File: src/rtl/rxf_pkg.sv
package rxf_pkg;
    localparam int ADDR_BYTES = 6;
    localparam int ADDR_BITS  = 8 * ADDR_BYTES;
    localparam int HASH_W     = 6;
    localparam int TBL_BITS   = 1 << HASH_W;
    localparam int N_CHUNKS   = ADDR_BITS / HASH_W;
    localparam int CTRL_W     = 4;

    localparam int CB_EN_A   = 0;
    localparam int CB_EN_B   = 1;
    localparam int CB_GRP_UC = 2;
    localparam int CB_EN_BC  = 3;

    typedef struct packed {
        logic [ADDR_BITS-1:0] sta_a;
        logic [ADDR_BITS-1:0] sta_b;
        logic [TBL_BITS-1:0]  tbl;
        logic [CTRL_W-1:0]    ctrl;
    } cfg_t;

    function automatic logic [HASH_W-1:0] fold_hash(input logic [ADDR_BITS-1:0] a);
        logic [HASH_W-1:0] h;
        h = '0;
        for (int c = 0; c < N_CHUNKS; c++) begin
            h = h ^ a[c*HASH_W +: HASH_W];
        end
        return h;
    endfunction
endpackage

File: src/rtl/rxf_regs.sv
module rxf_regs
    import rxf_pkg::*;
#(
    parameter int ADDR_W = 5,
    parameter int DATA_W = 32
) (
    input  logic              clk,
    input  logic              rst_n,
    input  logic              reg_we,
    input  logic [ADDR_W-1:0] reg_addr,
    input  logic [DATA_W-1:0] reg_wdata,
    output logic [DATA_W-1:0] reg_rdata,
    input  logic              frame_start,
    output cfg_t              cfg
);
    localparam int IDX_W = ADDR_W - 2;
    localparam int HI_W  = ADDR_BITS - DATA_W;

    localparam logic [IDX_W-1:0] W_A_LO = IDX_W'(0);
    localparam logic [IDX_W-1:0] W_A_HI = IDX_W'(1);
    localparam logic [IDX_W-1:0] W_B_LO = IDX_W'(2);
    localparam logic [IDX_W-1:0] W_B_HI = IDX_W'(3);
    localparam logic [IDX_W-1:0] W_T_LO = IDX_W'(4);
    localparam logic [IDX_W-1:0] W_T_HI = IDX_W'(5);
    localparam logic [IDX_W-1:0] W_CTRL = IDX_W'(7);

    typedef struct packed {
        logic [DATA_W-1:0] a_lo;
        logic [DATA_W-1:0] a_hi;
        logic [DATA_W-1:0] b_lo;
        logic [DATA_W-1:0] b_hi;
        logic [DATA_W-1:0] t_lo;
        logic [DATA_W-1:0] t_hi;
        logic [DATA_W-1:0] ctl;
        cfg_t              snap;
    } regs_t;

    regs_t d, q;
    logic              aligned;
    logic [IDX_W-1:0]  widx;

    assign aligned = (reg_addr[1:0] == 2'b00);
    assign widx    = reg_addr[ADDR_W-1:2];

    always_comb begin
        d = q;
        if (reg_we && aligned) begin
            case (widx)
                W_A_LO:  d.a_lo = reg_wdata;
                W_A_HI:  d.a_hi = reg_wdata;
                W_B_LO:  d.b_lo = reg_wdata;
                W_B_HI:  d.b_hi = reg_wdata;
                W_T_LO:  d.t_lo = reg_wdata;
                W_T_HI:  d.t_hi = reg_wdata;
                W_CTRL:  d.ctl  = reg_wdata;
                default: ;
            endcase
        end
        if (frame_start) begin
            d.snap.sta_a = {q.a_hi[HI_W-1:0], q.a_lo};
            d.snap.sta_b = {q.b_hi[HI_W-1:0], q.b_lo};
            d.snap.tbl   = {q.t_hi, q.t_lo};
            d.snap.ctrl  = q.ctl[CTRL_W-1:0];
        end
    end

    always_ff @(posedge clk) begin
        if (!rst_n) q <= '0;
        else        q <= d;
    end

    always_comb begin
        reg_rdata = '0;
        if (aligned) begin
            case (widx)
                W_A_LO:  reg_rdata = q.a_lo;
                W_A_HI:  reg_rdata = q.a_hi;
                W_B_LO:  reg_rdata = q.b_lo;
                W_B_HI:  reg_rdata = q.b_hi;
                W_T_LO:  reg_rdata = q.t_lo;
                W_T_HI:  reg_rdata = q.t_hi;
                W_CTRL:  reg_rdata = q.ctl;
                default: reg_rdata = '0;
            endcase
        end
    end

    assign cfg = q.snap;

    // Configuration used by a frame only moves on a start byte
    p_snap_hold_r11: assert property (@(posedge clk) disable iff (!rst_n)
        !frame_start |=> $stable(cfg));
endmodule

File: src/rtl/rxf_match.sv
module rxf_match
    import rxf_pkg::*;
(
    input  logic       clk,
    input  logic       rst_n,
    input  logic       da_valid,
    input  logic       da_sof,
    input  logic [7:0] da_byte,
    input  cfg_t       cfg,
    output logic       addr_done,
    output logic       hit_valid,
    output logic       hit
);
    localparam int CNT_W = $clog2(ADDR_BYTES + 1);
    localparam logic [CNT_W-1:0] CNT_FULL = CNT_W'(ADDR_BYTES);
    localparam logic [CNT_W-1:0] CNT_LAST = CNT_W'(ADDR_BYTES - 1);

    typedef struct packed {
        logic [ADDR_BITS-1:0] addr;
        logic [CNT_W-1:0]     cnt;
        logic                 done;
        logic                 hv;
        logic                 hit;
    } mstate_t;

    mstate_t d, q;

    logic [1:0]        sta_en;
    logic [1:0]        sta_eq;
    logic              bc_hit;
    logic              grp_ok;
    logic              grp_hit;
    logic [HASH_W-1:0] hidx;

    // Exact-match comparators, one per station address
    for (genvar s = 0; s < 2; s++) begin : g_sta
        if (s == 0) begin : g_a
            assign sta_en[s] = cfg.ctrl[CB_EN_A];
            assign sta_eq[s] = (q.addr == cfg.sta_a);
        end else begin : g_b
            assign sta_en[s] = cfg.ctrl[CB_EN_B];
            assign sta_eq[s] = (q.addr == cfg.sta_b);
        end
    end

    assign bc_hit  = cfg.ctrl[CB_EN_BC] && (&q.addr);
    assign grp_ok  = q.addr[0] || cfg.ctrl[CB_GRP_UC];
    assign hidx    = fold_hash(q.addr);
    assign grp_hit = grp_ok && cfg.tbl[hidx];

    always_comb begin
        d      = q;
        d.done = 1'b0;
        if (da_valid && da_sof) begin
            d.addr[7:0] = da_byte;
            d.cnt       = CNT_W'(1);
        end else if (da_valid && q.cnt != '0 && q.cnt < CNT_FULL) begin
            for (int i = 1; i < ADDR_BYTES; i++) begin
                if (q.cnt == CNT_W'(i)) d.addr[8*i +: 8] = da_byte;
            end
            d.cnt  = q.cnt + CNT_W'(1);
            d.done = (q.cnt == CNT_LAST);
        end
        d.hv  = q.done;
        d.hit = q.done && ((|(sta_en & sta_eq)) || bc_hit || grp_hit);
    end

    always_ff @(posedge clk) begin
        if (!rst_n) q <= '0;
        else        q <= d;
    end

    assign addr_done = q.done;
    assign hit_valid = q.hv;
    assign hit       = q.hit;

    p_exact_a_r3: assert property (@(posedge clk) disable iff (!rst_n)
        (q.done && cfg.ctrl[CB_EN_A] && q.addr == cfg.sta_a) |=> q.hit);

    p_bcast_r5: assert property (@(posedge clk) disable iff (!rst_n)
        (q.done && cfg.ctrl[CB_EN_BC] && (&q.addr)) |=> q.hit);

    p_uc_skip_r6: assert property (@(posedge clk) disable iff (!rst_n)
        (q.done && !q.addr[0] && !cfg.ctrl[CB_GRP_UC]
         && !(cfg.ctrl[CB_EN_A] && q.addr == cfg.sta_a)
         && !(cfg.ctrl[CB_EN_B] && q.addr == cfg.sta_b)) |=> !q.hit);

    p_stage_excl_r10: assert property (@(posedge clk) disable iff (!rst_n)
        $onehot0({q.done, q.hv}));
endmodule

File: src/rtl/rx_addr_filter.sv
module rx_addr_filter
    import rxf_pkg::*;
#(
    parameter int ADDR_W  = 5,
    parameter int LEN_W   = 16,
    parameter int MIN_LEN = 12
) (
    input  logic              clk,
    input  logic              rst_n,
    input  logic              reg_we,
    input  logic [ADDR_W-1:0] reg_addr,
    input  logic [31:0]       reg_wdata,
    output logic [31:0]       reg_rdata,
    input  logic              da_valid,
    input  logic              da_sof,
    input  logic [7:0]        da_byte,
    input  logic              len_valid,
    input  logic [LEN_W-1:0]  len_bytes,
    output logic              dec_valid,
    output logic              dec_accept
);
    localparam logic [LEN_W-1:0] LEN_MIN = LEN_W'(MIN_LEN);

    typedef struct packed {
        logic short_seen;
        logic dv;
        logic acc;
    } dec_t;

    dec_t d, q;
    cfg_t cfg;
    logic frame_start;
    logic addr_done;
    logic hit_valid;
    logic hit;
    logic len_short;
    logic short_now;

    assign frame_start = da_valid && da_sof;

    rxf_regs #(.ADDR_W(ADDR_W), .DATA_W(32)) u_regs (
        .clk         (clk),
        .rst_n       (rst_n),
        .reg_we      (reg_we),
        .reg_addr    (reg_addr),
        .reg_wdata   (reg_wdata),
        .reg_rdata   (reg_rdata),
        .frame_start (frame_start),
        .cfg         (cfg)
    );

    rxf_match u_match (
        .clk       (clk),
        .rst_n     (rst_n),
        .da_valid  (da_valid),
        .da_sof    (da_sof),
        .da_byte   (da_byte),
        .cfg       (cfg),
        .addr_done (addr_done),
        .hit_valid (hit_valid),
        .hit       (hit)
    );

    assign len_short = len_valid && (len_bytes < LEN_MIN);
    assign short_now = q.short_seen || len_short;

    always_comb begin
        d            = q;
        d.short_seen = frame_start ? 1'b0 : short_now;
        d.dv         = hit_valid;
        d.acc        = hit_valid && hit && !short_now;
    end

    always_ff @(posedge clk) begin
        if (!rst_n) q <= '0;
        else        q <= d;
    end

    assign dec_valid  = q.dv;
    assign dec_accept = q.acc;

    p_latency_r10: assert property (@(posedge clk) disable iff (!rst_n)
        dec_valid |-> $past(addr_done, 2));

    p_one_pulse_r10: assert property (@(posedge clk) disable iff (!rst_n)
        dec_valid |=> !dec_valid);

    p_late_short_r9: assert property (@(posedge clk) disable iff (!rst_n)
        (hit_valid && len_short) |=> !dec_accept);

    p_acc_in_pulse_r1: assert property (@(posedge clk) disable iff (!rst_n)
        dec_accept |-> dec_valid);
endmodule

File: config.mk
export PLATFORM = sky130hd
export DESIGN_NAME = rx_addr_filter
export DESIGN_NICKNAME = d
export VERILOG_FILES = /design/src/rtl/rxf_pkg.sv /design/src/rtl/rxf_regs.sv /design/src/rtl/rxf_match.sv /design/src/rtl/rx_addr_filter.sv
export SDC_FILE = /design/constraint.sdc
export NUM_CORES = 1
export LEC_CHECK = 0
export BUFFER_PORTS_ARGS = -buffer_cell sky130_fd_sc_hd__buf_2
export CAP_MARGIN = 5
export CORE_ASPECT_RATIO = 0.6
export CORE_MARGIN = 2
export CORE_UTILIZATION = 62
export DETAILED_ROUTE_END_ITERATION = 8
export PLACE_DENSITY = 0.77
export SLEW_MARGIN = 20
export SYNTH_ARGS = -nofsm -noshare
export SYNTH_HDL_FRONTEND = slang
export SYNTH_HIERARCHICAL = 1
export SYNTH_SLANG_ARGS = --single-unit
export TNS_END_PERCENT = 1
File: constraint.sdc
create_clock -name clk -period 6.48 [get_ports clk]
set_input_delay 0.972 -clock clk [delete_from_list [all_inputs] [get_ports clk]]
set_output_delay 0.972 -clock clk [all_outputs]
set_load 0.005 [all_outputs]
==> run summary <==
Outcome: complete, no violations
Fraction of registers with async set/reset: 0
Overall Global Routing Usage: 0.331
Initial antenna violation count: 0
RSZ-0062 raised after global routing: false
WL/cell: 24.3 um
CTS clk-pin slew, worst paths: 0.06 ns
CTS tree: done
Vias in the first global route: 15200
Via count: 15700
Die Area: 37200 um2
Synth Flop Type: dfxtp_1
Fillers: 2780
Final instance area: 22500 um2
Max clock buf depth: 3
Min-delay src: u_match/hit
Fin worst setup slack: 1.89 ns
Setup violators final: 0
Static leakage: 9.90 nW
Final hold violations: 0
Worst slew pin tran: 1.20 ns
N_diodes: 0
Critical path origin: reg_addr[3]
Worst Hold Class: reg -> reg
Post-synthesis simple-gate area fraction: 0.153
Clock Skews: 0.0144 ns
Critical path arrival: 3.62 ns
First-pass GRT wire length: 92600 um
Max Slew Vio Count: 0
Commonest non-fill, non-tap cell in the layout: dfxtp_1
Number of flops mapped to enable cells by yosys: 0
CTS buffer count: 41
Main combinational cell family by area after synthesis: multiplexers
Setup TNS: 0 ns
Share of cells above drive strength 1: 0.118
HPWL after DPL: 42300 um
Pre-CTS setup slack: 2.05 ns
Peak supply drop: 0.255 mV
Synthesis-to-finish area growth: 1.82%
Yosys Warn Count: 6
Worst r2r src: u_match/q[8]
Number of remaining DRC errors: 0
Pre-antenna DRT Iters: 5
Htree depth: 2
Layout Nets: 2131
Core area: 35100 um2
Detail Route Antenna Nets: 0
Synth unique cells: 60
FP Rows: 53
First DRT Iteration DRCs: 1733
Max Freq: 0.218 GHz
Post-synthesis register bit count: 445
WP data required: 5.51 ns
Compound-Gate Fraction of Synth Area: 0.0516
Post_cts resized: 0
Dpl cells: 2483
Clk sinks: 445
Vias per std cell: 6.16
Seq/Total Area, Yosys: 0.403
Avg Cell Area, Syn: 9.83 um2
Worst setup EP type: output port
XOR/XNOR Fraction of Synth Area: 0.0541
Die height: 150 um
Clock root buffer: clkbuf_16
Period utilization: 0.709
Top fanout value on the critical path: 47
Mapped Area: 22100 um2
Post-Synth Adder-Cell Area: 0.00283
Most frequent cells in the layout: 445 x dfxtp_1, 438 x mux2i_1, 290 x nand2_1
Post-CTS Setup Bufs: 0
WL final: 62100 um
Syn Nets: 2319
Multiplexer area fraction after synthesis: 0.232
Crit Path Class: in -> out
Placer Congestion: 1.01
Die width: 248 um
Mapped Cells: 2247
Dpl cell area: 21200 um2
Num ports: 101
Crit start category: primary input
Input/output buffers: 98
Clock Latency Late Sink: 0.56 ns
Initial Util: 0.630
Slew headroom: 0.193
Min Tclk post-route: 4.59 ns
Largest net degree at the start of global routing: 160
Power Density: 247 nW/um2
Post-Layout Cell Count: 2552
GRT overflow: 0
Max-cap violations: 0
Cts hold-fix bufs: 0
flip-flops by register name, indices dropped and copies added (netlist names):
name / flops
u_match/hit: 1
u_match/addr_done: 1
q: 1
u_match/hit_valid: 1
u_regs/q: 224
dec_accept: 1
u_match/q: 51
dec_valid: 1
u_regs/cfg: 164
logic make-up after synthesis:
logic type | Yosys count
buf+inv | 368
simple gates | 657
flops | 445
mux | 486
compound gates | 155
fa+ha+maj | 5
xor+xnor | 131
metal layers:
| layer | global-route usage | vias up | wire, um |
|---|---|---|---|
| met3 | 0.0920 | 104 | 6760 |
| met2 | 0.484 | 742 | 26200 |
| li1 | - | 7196 | - |
| met4 | 0.109 | 0 | 1720 |
| met5 | 0 | - | 0 |
| met1 | 0.471 | 7682 | 27400 |
area by class of cell:
type,count,area (um2),share of cell area
Sequential cell,445,8910,0.396
Timing Repair Buffer,123,716,0.0318
Clock inverter,11,139,0.00617
Clock buffer,58,1170,0.0520
Inverter,14,52.6,0.00234
Tap cell,467,584,0.0260
Multi-Input combinational cell,1434,10900,0.486
report_power, final:
group          switching (mW)  internal, mW  leakage, nW  total (mW)
Clock                    1.08          1.34        0.644        2.42
Combinational           0.242         0.120         5.67       0.362
Sequential             0.0203          2.75         3.59        2.77
critical path, stage by stage:
cell and delay [ns]:
buf_2 0.73, nor2b_2 0.80, buf_4 0.37, a32oi_1 0.08
a31oi_1 0.45, buf_2 0.21
synthesized netlist by cell type (6+ instances only):
| library cell | instances | area share |
|---|---|---|
| clkbuf_1 | 95 | 0.016 |
| nand3_1 | 36 | 0.0082 |
| inv_1 | 14 | 0.0024 |
| buf_6 | 16 | 0.0082 |
| xor2_1 | 87 | 0.034 |
| buf_2 | 54 | 0.012 |
| dfxtp_1 | 445 | 0.40 |
| a41oi_1 | 12 | 0.0048 |
| nor2b_1 | 168 | 0.048 |
| nand4_1 | 16 | 0.0045 |
| mux4_1 | 12 | 0.014 |
| a32oi_1 | 52 | 0.021 |
| a21oi_1 | 20 | 0.0045 |
| a31oi_1 | 51 | 0.014 |
| buf_4 | 182 | 0.062 |
| mux2i_1 | 438 | 0.20 |
| and4_1 | 20 | 0.0079 |
| xnor2_1 | 39 | 0.015 |
| nor2_1 | 40 | 0.0068 |
| and2_1 | 26 | 0.0074 |
| nor4_1 | 24 | 0.0068 |
| nand2_1 | 290 | 0.049 |
| nor4b_1 | 12 | 0.0048 |
| nand2_2 | 6 | 0.0017 |
| mux2_2 | 35 | 0.018 |
metrics by stage:
| step | util | power (mW) | hold slack [ns] |
|---|---|---|---|
| 2_1_floorplan | - | 3.07 | 0.421 |
| 3_3_place_gp | 0.604 | 3.18 | 0.430 |
| 3_5_place_dp | 0.604 | 3.18 | 0.438 |
| 4_1_cts | 0.641 | 5.57 | 0.452 |
| 5_1_grt | 0.641 | 5.71 | 0.480 |
| 6_report | 0.641 | 5.56 | 0.449 |
path summary, 6_finish.rpt:
| kind | to | slack [ns] | cells after the start |
|---|---|---|---|
| worst max-delay path | reg_rdata[13] | 1.89 | 6 |
| worst min-delay path | dec_accept | 0.45 | 1 |
| worst max register to register | u_match/hit | 3.20 | 8 |
| worst min register to register | dec_accept | 0.45 | 1 |
Note: power is estimated with default switching activity, not from simulation.
